[config.mk]
export PLATFORM = sky130hd
export DESIGN_NAME = trio_tmr
export DESIGN_NICKNAME = d
export VERILOG_FILES = /design/src/rtl/trio_tmr_pkg.sv /design/src/rtl/trio_tmr_presc.sv /design/src/rtl/trio_tmr_chan.sv /design/src/rtl/trio_tmr.sv
export SDC_FILE = /design/constraint.sdc
export NUM_CORES = 1
export LEC_CHECK = 0
export BUFFER_PORTS_ARGS = -buffer_cell sky130_fd_sc_hd__buf_2
export CAP_MARGIN = 0
export CORE_ASPECT_RATIO = 1.1
export CORE_MARGIN = 2
export CORE_UTILIZATION = 47
export DETAILED_ROUTE_END_ITERATION = 12
export SLEW_MARGIN = 20
export SYNTH_ARGS = -nofsm -noshare
export SYNTH_HDL_FRONTEND = slang
export SYNTH_SLANG_ARGS = --single-unit
[constraint.sdc]
create_clock -name clk -period 4.9 [get_ports clk]
set_clock_uncertainty 0.1 [all_clocks]
set_input_delay 0.245 -clock clk [delete_from_list [all_inputs] [get_ports clk]]
set_output_delay 0.245 -clock clk [all_outputs]
set_load 0.03 [all_outputs]
[src/rtl/trio_tmr_pkg.sv]
package trio_tmr_pkg;
  localparam int NCH   = 3;
  localparam int CTL_W = 6;
  localparam int ST_W  = 5;
  localparam int SEL_W = 4;

  // Word index of channel 0 in each register group
  localparam int WI_CLK = 0;
  localparam int WI_CNT = 3;
  localparam int WI_VAL = 6;
  localparam int WI_IVL = 9;
  localparam int WI_ST  = 21;
  localparam int WI_EN  = 24;

  // Field positions
  localparam int CK_PRE_EN = 0;
  localparam int CK_SRC    = 5;
  localparam int CC_HOLD   = 0;
  localparam int CC_IVL    = 1;
  localparam int CC_ZERO   = 4;
  localparam int ST_MATCH  = 0;
  localparam int ST_WRAP   = 4;

  localparam logic [CTL_W-1:0] CC_RESET = 6'h01;
endpackage

[src/rtl/trio_tmr_presc.sv]
module trio_tmr_presc #(
  parameter int SEL_W = 4,
  localparam int DIV_W = 1 << SEL_W
) (
  input  logic             clk,
  input  logic             rst_n,
  input  logic             clr,
  input  logic             step,
  input  logic             en,
  input  logic [SEL_W-1:0] sel,
  output logic             adv
);
  logic [DIV_W-1:0] div_q, div_n, lim;
  logic [SEL_W:0]   shamt;
  logic             hit;

  always_comb begin
    shamt = {1'b0, sel} + 1'b1;
    lim   = ~({DIV_W{1'b1}} << shamt);
    hit   = (div_q >= lim);
    adv   = step & (~en | hit);
  end

  always_comb begin
    div_n = div_q;
    if (clr)
      div_n = '0;
    else if (step && en)
      div_n = hit ? '0 : div_q + 1'b1;
  end

  always_ff @(posedge clk or negedge rst_n) begin
    if (!rst_n) div_q <= '0;
    else        div_q <= div_n;
  end

  // without a source tick the prescaler phase cannot move
  a_r3_phase_idle: assert property (@(posedge clk) disable iff (!rst_n)
    (!step && !clr) |=> $stable(div_q));
endmodule

[src/rtl/trio_tmr_chan.sv]
module trio_tmr_chan
  import trio_tmr_pkg::*;
#(
  parameter int CNT_W = 16
) (
  input  logic             clk,
  input  logic             rst_n,
  input  logic             ext_tick,
  input  logic             wr_clk,
  input  logic             wr_cnt,
  input  logic             wr_ivl,
  input  logic             wr_en,
  input  logic             rd_st,
  input  logic [CNT_W-1:0] wdat,
  output logic [CTL_W-1:0] clk_ctl_o,
  output logic [CTL_W-1:0] cnt_ctl_o,
  output logic [CNT_W-1:0] cnt_o,
  output logic [CNT_W-1:0] ivl_o,
  output logic [ST_W-1:0]  st_o,
  output logic [ST_W-1:0]  en_o,
  output logic             irq_o
);
  logic [CTL_W-1:0] clk_ctl_q, clk_ctl_n;
  logic [CTL_W-1:0] cnt_ctl_q, cnt_ctl_n;
  logic [CNT_W-1:0] cnt_q, cnt_n;
  logic [CNT_W-1:0] ivl_q, ivl_n;
  logic [ST_W-1:0]  st_q, st_n, st_set;
  logic [ST_W-1:0]  en_q, en_n;
  logic             zero_req, run, ivl_mode, src_tick, adv, at_lim;

  assign zero_req = wr_cnt & wdat[CC_ZERO];
  assign run      = ~cnt_ctl_q[CC_HOLD];
  assign ivl_mode = cnt_ctl_q[CC_IVL];
  assign src_tick = clk_ctl_q[CK_SRC] ? ext_tick : 1'b1;
  assign at_lim   = (cnt_q == ivl_q);

  trio_tmr_presc #(.SEL_W(SEL_W)) u_presc (
    .clk  (clk),
    .rst_n(rst_n),
    .clr  (zero_req),
    .step (run & src_tick),
    .en   (clk_ctl_q[CK_PRE_EN]),
    .sel  (clk_ctl_q[SEL_W:1]),
    .adv  (adv)
  );

  // Configuration registers
  always_comb begin
    clk_ctl_n = wr_clk ? wdat[CTL_W-1:0] : clk_ctl_q;
    cnt_ctl_n = cnt_ctl_q;
    if (wr_cnt) begin
      cnt_ctl_n          = wdat[CTL_W-1:0];
      cnt_ctl_n[CC_ZERO] = 1'b0;
    end
    ivl_n = wr_ivl ? wdat : ivl_q;
    en_n  = wr_en  ? wdat[ST_W-1:0] : en_q;
  end

  // Counter and event detection
  always_comb begin
    st_set = '0;
    cnt_n  = cnt_q;
    if (zero_req) begin
      cnt_n = '0;
    end else if (adv) begin
      if (ivl_mode) begin
        cnt_n            = at_lim ? '0 : cnt_q + 1'b1;
        st_set[ST_MATCH] = at_lim;
      end else begin
        cnt_n           = cnt_q + 1'b1;
        st_set[ST_WRAP] = &cnt_q;
      end
    end
    st_n = (rd_st ? '0 : st_q) | st_set;
  end

  always_ff @(posedge clk or negedge rst_n) begin
    if (!rst_n) begin
      clk_ctl_q <= '0;
      cnt_ctl_q <= CC_RESET;
      cnt_q     <= '0;
      ivl_q     <= '0;
      st_q      <= '0;
      en_q      <= '0;
    end else begin
      clk_ctl_q <= clk_ctl_n;
      cnt_ctl_q <= cnt_ctl_n;
      cnt_q     <= cnt_n;
      ivl_q     <= ivl_n;
      st_q      <= st_n;
      en_q      <= en_n;
    end
  end

  assign clk_ctl_o = clk_ctl_q;
  assign cnt_ctl_o = cnt_ctl_q;
  assign cnt_o     = cnt_q;
  assign ivl_o     = ivl_q;
  assign st_o      = st_q;
  assign en_o      = en_q;
  assign irq_o     = |(st_q & en_q);

  a_r5_hold: assert property (@(posedge clk) disable iff (!rst_n)
    (!run && !zero_req) |=> $stable(cnt_q));
  a_r6_zero: assert property (@(posedge clk) disable iff (!rst_n)
    zero_req |=> (cnt_q == '0));
  a_r7_wrap: assert property (@(posedge clk) disable iff (!rst_n)
    (adv && ivl_mode && at_lim && !zero_req) |=> (cnt_q == '0 && st_q[ST_MATCH]));
  a_r8_roll: assert property (@(posedge clk) disable iff (!rst_n)
    (adv && !ivl_mode && (&cnt_q) && !zero_req) |=> st_q[ST_WRAP]);
  a_r9_sticky: assert property (@(posedge clk) disable iff (!rst_n)
    (st_q[ST_MATCH] && !rd_st) |=> st_q[ST_MATCH]);
endmodule

[src/rtl/trio_tmr.sv]
module trio_tmr
  import trio_tmr_pkg::*;
#(
  parameter int CNT_W  = 16,
  parameter int ADDR_W = 8
) (
  input  logic              clk,
  input  logic              rst_n,
  input  logic              bus_wr,
  input  logic              bus_rd,
  input  logic [ADDR_W-1:0] bus_addr,
  input  logic [31:0]       bus_wdata,
  output logic [31:0]       bus_rdata,
  input  logic [NCH-1:0]    ext_tick,
  output logic [NCH-1:0]    irq
);
  localparam int WI_W = ADDR_W - 2;

  logic [WI_W-1:0] widx;
  logic [NCH-1:0]  wr_clk, wr_cnt, wr_ivl, wr_en, rd_st;
  logic [CTL_W-1:0] clk_ctl [NCH];
  logic [CTL_W-1:0] cnt_ctl [NCH];
  logic [CNT_W-1:0] cnt     [NCH];
  logic [CNT_W-1:0] ivl     [NCH];
  logic [ST_W-1:0]  st      [NCH];
  logic [ST_W-1:0]  en      [NCH];
  logic [31:0]      rmux, rdata_q, rdata_n;
  logic             unused_bits;

  assign widx        = bus_addr[ADDR_W-1:2];
  assign unused_bits = ^{bus_addr[1:0], bus_wdata[31:CNT_W]};

  always_comb begin
    wr_clk = '0; wr_cnt = '0; wr_ivl = '0; wr_en = '0; rd_st = '0;
    rmux   = '0;
    for (int c = 0; c < NCH; c++) begin
      if (widx == WI_W'(WI_CLK + c)) begin
        wr_clk[c] = bus_wr;
        rmux      = 32'(clk_ctl[c]);
      end
      if (widx == WI_W'(WI_CNT + c)) begin
        wr_cnt[c] = bus_wr;
        rmux      = 32'(cnt_ctl[c]);
      end
      if (widx == WI_W'(WI_VAL + c))
        rmux = 32'(cnt[c]);
      if (widx == WI_W'(WI_IVL + c)) begin
        wr_ivl[c] = bus_wr;
        rmux      = 32'(ivl[c]);
      end
      if (widx == WI_W'(WI_ST + c)) begin
        rd_st[c] = bus_rd;
        rmux     = 32'(st[c]);
      end
      if (widx == WI_W'(WI_EN + c)) begin
        wr_en[c] = bus_wr;
        rmux     = 32'(en[c]);
      end
    end
  end

  for (genvar c = 0; c < NCH; c++) begin : g_ch
    trio_tmr_chan #(.CNT_W(CNT_W)) u_ch (
      .clk      (clk),
      .rst_n    (rst_n),
      .ext_tick (ext_tick[c]),
      .wr_clk   (wr_clk[c]),
      .wr_cnt   (wr_cnt[c]),
      .wr_ivl   (wr_ivl[c]),
      .wr_en    (wr_en[c]),
      .rd_st    (rd_st[c]),
      .wdat     (bus_wdata[CNT_W-1:0]),
      .clk_ctl_o(clk_ctl[c]),
      .cnt_ctl_o(cnt_ctl[c]),
      .cnt_o    (cnt[c]),
      .ivl_o    (ivl[c]),
      .st_o     (st[c]),
      .en_o     (en[c]),
      .irq_o    (irq[c])
    );
  end

  assign rdata_n = bus_rd ? rmux : rdata_q;

  always_ff @(posedge clk or negedge rst_n) begin
    if (!rst_n) rdata_q <= '0;
    else        rdata_q <= rdata_n;
  end

  assign bus_rdata = rdata_q;

  // read data only changes on a read access
  a_r1_rdata_hold: assert property (@(posedge clk) disable iff (!rst_n)
    !bus_rd |=> $stable(bus_rdata));
  // the zeroing bit never reads back as set
  a_r6_zero_reads_0: assert property (@(posedge clk) disable iff (!rst_n)
    (bus_rd && widx >= WI_W'(WI_CNT) && widx < WI_W'(WI_CNT + NCH)) |=> !bus_rdata[CC_ZERO]);
endmodule

# ---- Yosys cells after proc, flatten, opt, wreduce, memory -nomap -nowiden
# Index checks and enable logic that the tools add are counted.
# W data, S select, Z words.
dict set report word_totals {
  elab_cells 178
  ff_bits 239
  n_memories 0
  ramBits 0
  romBits 0
  latchBits 0
}
dict set report classes {
  n_eq_ne 20
  n_bitwise 27
  n_mux 78
  n_reduce_logical 16
  mul 0
  n_lt_le_gt_ge 3
  add_sub_neg 9
  div_mod_pow 0
  shift 3
}
# cell n
set op_table {}
lappend op_table {{$mux W32} 17}
lappend op_table {{$mux W16} 21}
lappend op_table {{$add A16 B1 Y16 const B} 6}
lappend op_table {{$eq A16 B16 Y1} 3}
lappend op_table {{$ge A16 B16 Y1} 3}
lappend op_table {{$not A16 Y16} 3}
lappend op_table {{$reduce_and A16 Y1} 3}
lappend op_table {{$shl A16 B5 Y16 const A} 3}
lappend op_table {{$eq A6 B5 Y1 const B} 6}
lappend op_table {{$mux W1} 36}
lappend op_table {{$eq A6 B3 Y1 const B} 4}
lappend op_table {{$eq A6 B4 Y1 const B} 4}
lappend op_table {{$add A4 B1 Y5 const B} 3}
lappend op_table {{$and A5 B5 Y5} 3}
lappend op_table {{$mux W5} 3}
lappend op_table {{$or A5 B5 Y5} 3}
lappend op_table {{$reduce_or A5 Y1} 3}
lappend op_table {{$eq A6 B2 Y1 const B} 2}
lappend op_table {{$reduce_bool A2 Y1} 6}
lappend op_table {{$and A1 B1 Y1} 9}
lappend op_table {{$eq A6 B1 Y1 const B} 1}
lappend op_table {{$logic_not A6 Y1} 1}
lappend op_table {{$mux W6} 1}
lappend op_table {{$not A1 Y1} 6}
lappend op_table {{2 further kinds} 6}

# ---- Logic depth before layout (Yosys ltp)
# Gate-level depths: netlist of the first run.
dict set report depth {
  depth_word 19
  ltp_mapped 17
}

# ---- Cells and area by module
# From an unflattened synthesis of the first run, not the netlist that was laid out.
dict set report unflattened {
  cells_unflattened 1492
  area_unflattened_um2 14121.0
}
# mod area_per_inst_um2 n_inst seq_area_each_um2 cells_each
set by_module_without_submodules {}
lappend by_module_without_submodules {trio_tmr_chan 2418.6 3 1252.5 202}
lappend by_module_without_submodules {trio_tmr 2513.7 1 400.4 330}
lappend by_module_without_submodules {{trio_tmr_presc (g_ch[0].u_ch.u_presc)} 1487.7 1 400.4 195}
lappend by_module_without_submodules {{trio_tmr_presc (g_ch[1].u_ch.u_presc)} 1437.6 1 400.4 181}
lappend by_module_without_submodules {{trio_tmr_presc (g_ch[2].u_ch.u_presc)} 1426.4 1 400.4 180}

# ---- Least setup slack after synthesis of the first run
# OpenSTA, ideal clock, no wires.
dict set report synth_timing {
  kind {register to register}
  from {register g_ch[2].u_ch.clk_ctl_q[2]}
  to {register g_ch[2].u_ch.cnt_q[10]}
  slack_ps 1421
  required_ps 4678
  arrival_time_ps 3258
  stages_incl_launch_ff 16
  path_cell_list {dfrtp_1 > ha_1 > clkbuf_1 > nand2b_1 > mux2_2 > inv_1 > a21oi_1 > nor2_1 > ha_1 > nand2_1 > a2111oi_0 > o21ai_1 > a21boi_0 > buf_2 > nand2_1 > a32o_1}
}
dict set report synth_via {
  elab_chain_cells 7
}
# item line_no
set synth_rtl {}
lappend synth_rtl {{start: declaration} trio_tmr_chan.sv:23} ;# logic [CTL_W-1:0] clk_ctl_q, clk_ctl_n;
lappend synth_rtl {{start signal: assignment} trio_tmr_chan.sv:86} ;# clk_ctl_q <= clk_ctl_n;
lappend synth_rtl {{$add A4 B1 Y5} trio_tmr_presc.sv:18} ;# shamt = {1'b0, sel} + 1'b1;
lappend synth_rtl {{$shl A16 B5 Y16} trio_tmr_presc.sv:19} ;# lim = ~({DIV_W{1'b1}} << shamt);
lappend synth_rtl {{$not A16 Y16} trio_tmr_presc.sv:19}
lappend synth_rtl {{$ge A16 B16 Y1} trio_tmr_presc.sv:20} ;# hit = (div_q >= lim);
lappend synth_rtl {{$or A1 B1 Y1} trio_tmr_presc.sv:21} ;# adv = step & (~en | hit);
lappend synth_rtl {{$and A1 B1 Y1} trio_tmr_presc.sv:21}
lappend synth_rtl {{$reduce_bool A2 Y1 (no line)} --}
lappend synth_rtl {{end signal: assignment} trio_tmr_chan.sv:88} ;# cnt_q <= cnt_n;
lappend synth_rtl {{end: declaration} trio_tmr_chan.sv:25} ;# logic [CNT_W-1:0] cnt_q, cnt_n;
# Every way passes these cells.
# A chain may end at the register's enable or synchronous reset.

# ---- Worst setup path after layout of the first run
dict set report layout_timing {
  from {register g_ch[2].u_ch.clk_ctl_q[2]}
  to {register g_ch[2].u_ch.cnt_q[9]}
}
# The elaborated chain is that of the path after synthesis.

==> impl_metrics.env, run 1 <==
export IMPL_cp_slowest_stage_delay_ps=710
export IMPL_cts_max_path_buffers=3
export IMPL_synth_top_area_cell="dfrtp_1"
export IMPL_power_density_mw_per_mm2=382
export IMPL_end_kind="flip-flop"
export IMPL_min_period_over_period_pct=86.9
export IMPL_rows=65
export IMPL_crit_required_ps=5280
export IMPL_finalWirelength_um=38100
export IMPL_hpwl_um=27300
export IMPL_ys_flop_type="dfrtp_1"
export IMPL_wl_per_cell_um=20.3
export IMPL_postSynthAreaPerCell_sq_um=9.30
export IMPL_final_util_pct=52.6
export IMPL_synth_area_leaders="dfrtp_1 39%, mux2_2 8.1%, ha_1 5.9%"
export IMPL_maxCapViolations=0
export IMPL_dieArea_sq_mm=0.0303
export IMPL_tightest_slew_ps=990
export IMPL_grt_pass1_wl_um=61400
export IMPL_setup_ws_ps=644
export IMPL_layout_drive_gt1_share_pct=15.8
export IMPL_drc_errors=0
export IMPL_io_pins=82
export IMPL_total_power_mw=5.74
export IMPL_instances_no_fill=1875
export IMPL_cts_buffers=25
export IMPL_cpMaxStageDelayCell="a2111oi_0"
export IMPL_dieHeight_um=182
export IMPL_gp_congestion=0.881
export IMPL_ant_nets=0
export IMPL_cts_clk_slew_worst_paths_ps=60
export IMPL_clkSinkCount=214
export IMPL_yosysWarnings=0
export IMPL_finalSetupViolCount=0
export IMPL_first_global_vias=11100
export IMPL_path_cells="ha_1 > nand2b_1 > mux2_2 > inv_1 > a21oi_1 > nor2_1 > ha_1 > nand2_1 > a2111oi_0 > o21a_1 > o21ai_1 > nor2_1 > a41o_1"
export IMPL_crit_fanout=9
export IMPL_netlist_cell_type_count=79
export IMPL_placed_area_sq_mm=0.0140
export IMPL_layout_nets=1596
export IMPL_core_sq_mm=0.0285
export IMPL_yosysTopAreaCellShare_pct=38.9
export IMPL_p_leak_nw=6.76
export IMPL_h_tree_depth=1
export IMPL_cp_arrival_ps=4640
export IMPL_cts_resized=0
export IMPL_insertion_delay_ps=550
export IMPL_max_slew_margin_pct=32.3
export IMPL_slew_violations=0
export IMPL_vias=11400
export IMPL_rsz0062_at_grt="false"
export IMPL_hp_class="input port to flip-flop"
export IMPL_period_needed_ps=4260
export IMPL_async_flop_share_pct=100
export IMPL_grt_max_degree=115
export IMPL_clockRootBuffer="clkbuf_16"
export IMPL_overflow=0
export IMPL_whs_ps=116
export IMPL_syn_inst=1460
export IMPL_final_area_sq_mm=0.0150
export IMPL_dp_cells=1815
export IMPL_track_usage_pct=24.9
export IMPL_final_setup_tns_ps=0
export IMPL_initialDrtViolationCount=952
export IMPL_fp_dieW_um=166
export IMPL_outcome="completed"
export IMPL_initial_core_util_pct=47.6
export IMPL_via_per_inst=6.10
export IMPL_first_pass_iters=7
export IMPL_hold_viol=0
export IMPL_synthesis_area_sq_mm=0.0136
export IMPL_peakVddDrop_v=0.000296
export IMPL_synth_edf_count=0
export IMPL_syn2layout_area_growth_pct=10.6
export IMPL_max_freq_mhz=235
export IMPL_yosysMostFrequentCell="dfrtp_1"
export IMPL_crit_path_start_kind="flip-flop"
export IMPL_crit_type="flip-flop to flip-flop"
export IMPL_antenna_found_initial=4
export IMPL_place_port_buffers=47
export IMPL_cts_tree="built"
export IMPL_ys_ff_latch=214
export IMPL_seq_area_frac_synth_pct=39.5
export IMPL_netlist_top_cells_count="211 x dfrtp_1, 165 x nand2_1, 98 x mux2_2"
export IMPL_post_place_ws_ps=641
critical path: cells and delay by family, from the launching register on:
kind	cells	cell delay (ps)
muxes	1	210
and+or+nand+nor	4	920
DFF	1	450
buffers and inverters	1	100
AOI/OAI and AO/OA	5	1790
adders and majority gates	2	630
cell families after synthesis:
logic type	after synthesis	share of synthesized area [%]
muxes	106	8.72
and+or+nand+nor	534	20.3
DFF	214	39.5
adders and majority gates	64	5.90
other	1	0.0276
xor gates and xnor gates	50	3.22
AOI/OAI and AO/OA	350	17.6
buffers and inverters	141	4.85
power breakdown:
| part | leakage, nW | switching [mW] | internal, mW | total (mW) |
|---|---|---|---|---|
| Sequential | 2.86 | 0.397 | 2.01 | 2.40 |
| Clock | 0.444 | 0.771 | 1.26 | 2.03 |
| Combinational | 3.46 | 0.755 | 0.553 | 1.31 |
| Total | 6.76 | 1.92 | 3.82 | 5.74 |
path summary, 6_finish.rpt:
path                                           start                        endpoint  slack (ps)  cells past startpoint
max in group asynchronous                      rst_n                   bus_rdata[13]        3400                      3
hold reg to reg                 g_ch[2].u_ch.en_o[3]            g_ch[2].u_ch.en_o[3]         410                      1
setup / recovery           g_ch[2].u_ch.clk_ctl_o[2]           g_ch[2].u_ch.cnt_o[9]         640                     13
hold / removal                          bus_wdata[5]           g_ch[0].u_ch.ivl_o[5]         120                      2
setup reg to reg           g_ch[2].u_ch.clk_ctl_o[2]           g_ch[2].u_ch.cnt_o[9]         640                     13
min in group asynchronous                      rst_n  g_ch[2].u_ch.u_presc.div_q[10]         280                      2
flip-flops by register name, indices dropped and copies added, names as in the netlist:
| name | cells |
|---|---|
| g_ch.u_ch.st_o | 6 |
| g_ch.u_ch.en_o | 15 |
| g_ch.u_ch.clk_ctl_o | 18 |
| g_ch.u_ch.cnt_ctl_o | 15 |
| bus_rdata | 16 |
| g_ch.u_ch.u_presc.div_q | 48 |
| g_ch.u_ch.cnt_o | 48 |
| g_ch.u_ch.ivl_o | 48 |
repair_timing:
action / CTS / global route
hold buffers: 11 / 0
hold endpoints to repair: 141 / 0
setup buffers: 0 / 0
metal layers:
metal	GRT usage, %	wire length [um]
met5	0	0
met4	6.85	776
met1	35.2	17500
met3	2.86	1930
met2	40.8	17900
cells in the final DEF (no fill, tap or decap), types with 14 or more instances in the layout:
cell type and instances:
a22oi_1 41, a221oi_1 17, xor2_1 19, nand4_1 18
dfrtp_1 211, o21ai_0 53, buf_4 14, a21oi_1 72
o211ai_1 14, nor2_1 82, and3_1 27, buf_2 46
xnor2_1 31, inv_1 51, clkbuf_16 25, a31oi_1 15
nand2_1 165, a21o_1 21, conb_1 16, nand3_1 80
ha_1 64, or3_1 19, nor3_1 25, and2_1 15
o22ai_1 22, mux2_2 98
area by class of cell:
type / instances / area (sq um)
tap: 368 / 460
clock buffer: 41 / 796
multi-input combinational: 1120 / 7620
clock inverter: 5 / 104
antenna: 3 / 7.51
fill: 2595 / 13500
inverter: 51 / 191
timing repair buffer: 73 / 480
sequential: 214 / 5360
Power figures use the tool's default switching activity.
==> run 2, diff against run 1 <==
Clock period 4.9 ns to 4.6 ns, I/O delays scaled along.
==> run 2 against run 1 <==
  * Via count grew 0.46%
  * Combinational power grew 8%
  * Core utilization shrank 0.12 points
  * Design area shrank 0.23%
  * Critical endpoint is now g_ch[2].u_ch.cnt_o[11]
==> impl_metrics.env, run 2 (synthesis results as in run 1) <==
export IMPL_outcome="completed"
export IMPL_min_period_over_period_pct=89.5
export IMPL_fp_dieW_um=166
export IMPL_cpMaxStageDelayCell="a2111oi_0"
export IMPL_cts_tree="built"
export IMPL_initial_core_util_pct=47.6
export IMPL_crit_type="flip-flop to flip-flop"
export IMPL_final_area_sq_mm=0.0150
export IMPL_total_power_mw=6.03
export IMPL_crit_path_start_kind="flip-flop"
export IMPL_p_leak_nw=6.74
export IMPL_drc_errors=0
export IMPL_overflow=0
export IMPL_place_port_buffers=47
export IMPL_final_cell_mix="211 x dfrtp_1, 165 x nand2_1, 98 x mux2_2"
export IMPL_post_place_ws_ps=489
export IMPL_via_per_inst=6.12
export IMPL_setup_ws_ps=485
export IMPL_cts_max_path_buffers=3
export IMPL_rows=65
export IMPL_ant_nets=0
export IMPL_rsz0062_at_grt="false"
export IMPL_final_util_pct=52.5
export IMPL_placed_area_sq_mm=0.0140
export IMPL_clkSinkCount=214
export IMPL_dieHeight_um=182
export IMPL_hpwl_um=27500
export IMPL_slew_violations=0
export IMPL_maxCapViolations=0
export IMPL_track_usage_pct=25.0
export IMPL_vias=11500
export IMPL_path_cells="ha_1 > nand2b_1 > mux2_2 > inv_1 > a21oi_1 > nor2_1 > ha_1 > nand2_1 > a2111oi_0 > o21a_1 > o21ai_1 > or4_1 > a21oi_1"
export IMPL_insertion_delay_ps=550
export IMPL_first_pass_iters=6
export IMPL_syn2layout_area_growth_pct=10.3
export IMPL_period_needed_ps=4120
export IMPL_max_slew_margin_pct=39.4
export IMPL_layout_nets=1599
export IMPL_final_setup_tns_ps=0
export IMPL_dieArea_sq_mm=0.0303
export IMPL_grt_pass1_wl_um=61200
export IMPL_whs_ps=90.9
export IMPL_crit_fanout=8
export IMPL_end_kind="flip-flop"
export IMPL_grt_max_degree=90
export IMPL_nFillCells=2641
export IMPL_initialDrtViolationCount=944
export IMPL_instances_no_fill=1878
export IMPL_dp_cells=1818
export IMPL_layout_commonest_cell="dfrtp_1"
export IMPL_wl_per_cell_um=20.4
export IMPL_cts_clk_slew_worst_paths_ps=60
export IMPL_layout_drive_gt1_share_pct=16.1
export IMPL_h_tree_depth=1
export IMPL_cp_slowest_stage_delay_ps=760
export IMPL_hp_class="input port to flip-flop"
export IMPL_cp_arrival_ps=4490
export IMPL_crit_required_ps=4970
export IMPL_finalSetupViolCount=0
export IMPL_io_pins=82
export IMPL_first_global_vias=11100
export IMPL_clockRootBuffer="clkbuf_16"
export IMPL_core_sq_mm=0.0285
export IMPL_hold_viol=0
export IMPL_finalWirelength_um=38300
export IMPL_antenna_found_initial=3
export IMPL_peakVddDrop_v=0.000324
export IMPL_max_freq_mhz=243
export IMPL_cts_buffers=25
export IMPL_power_density_mw_per_mm2=402
export IMPL_tightest_slew_ps=886
export IMPL_gp_congestion=0.889
## run 2: cell types whose count changed in the layout (fill, tap and decap cells not counted), sizes merged
cell / delta
buf: +3
clkbuf: -9
clkinv: +4
clkinvlp: +5
## run 2: routing by layer
metal	GRT usage, %	wire length [um]	vias to the layer above
met5	0	0	-
met1	34.6	17200	5703
li1	-	-	5411
met2	40.9	17900	318
met3	3.99	2300	64
met4	7.27	988	0
## run 2: report_power, final
group          total (mW)  internal, mW  leakage, nW  switching (mW)
registers            2.56          2.14         2.86           0.421
clock network        2.06          1.22        0.402           0.838
logic                1.41         0.597         3.48           0.815
total                6.03          3.95         6.74            2.07
## run 2: what timing repair did
item,CTS,global route
hold endpoints to repair,111,0
buffers inserted,0,0
hold buffers,11,0
resized for setup,0,0
## run 2: layout make-up
class	count	area (sq um)	share of cell area, %
multi-input combinational	1120	7620	50.8
sequential	214	5360	35.8
clock buffer	32	682	4.55
timing repair buffer	76	503	3.36
tap	368	460	3.07
inverter	51	191	1.28
clock inverter	14	161	1.08
antenna	3	7.51	0.0501
## run 2: final timing paths
path	from	to	slack (ps)	depth (start not counted)
setup / recovery	g_ch[2].u_ch.clk_ctl_o[1]	g_ch[2].u_ch.cnt_o[11]	480	13
hold / removal	bus_wdata[5]	g_ch[2].u_ch.cnt_ctl_o[5]	90	2
setup reg to reg	g_ch[2].u_ch.clk_ctl_o[1]	g_ch[2].u_ch.cnt_o[11]	480	13
hold reg to reg	g_ch[0].u_ch.cnt_ctl_o[3]	g_ch[0].u_ch.cnt_ctl_o[3]	410	1
max in group asynchronous	rst_n	g_ch[2].u_ch.cnt_ctl_o[3]	3230	3
min in group asynchronous	rst_n	g_ch[2].u_ch.u_presc.div_q[8]	140	2
## run 2: worst max-delay path: cells and delay by family, from the launching register on
| kind | cells | cell delay (ps) |
|---|---|---|
| AO/OA/AOI/OAI | 5 | 1690 |
| adder cells (fa/ha/maj) | 2 | 630 |
| buffers and inverters | 1 | 90 |
| flip-flops | 1 | 460 |
| multiplexers | 1 | 210 |
| AND/OR/NAND/NOR | 4 | 850 |
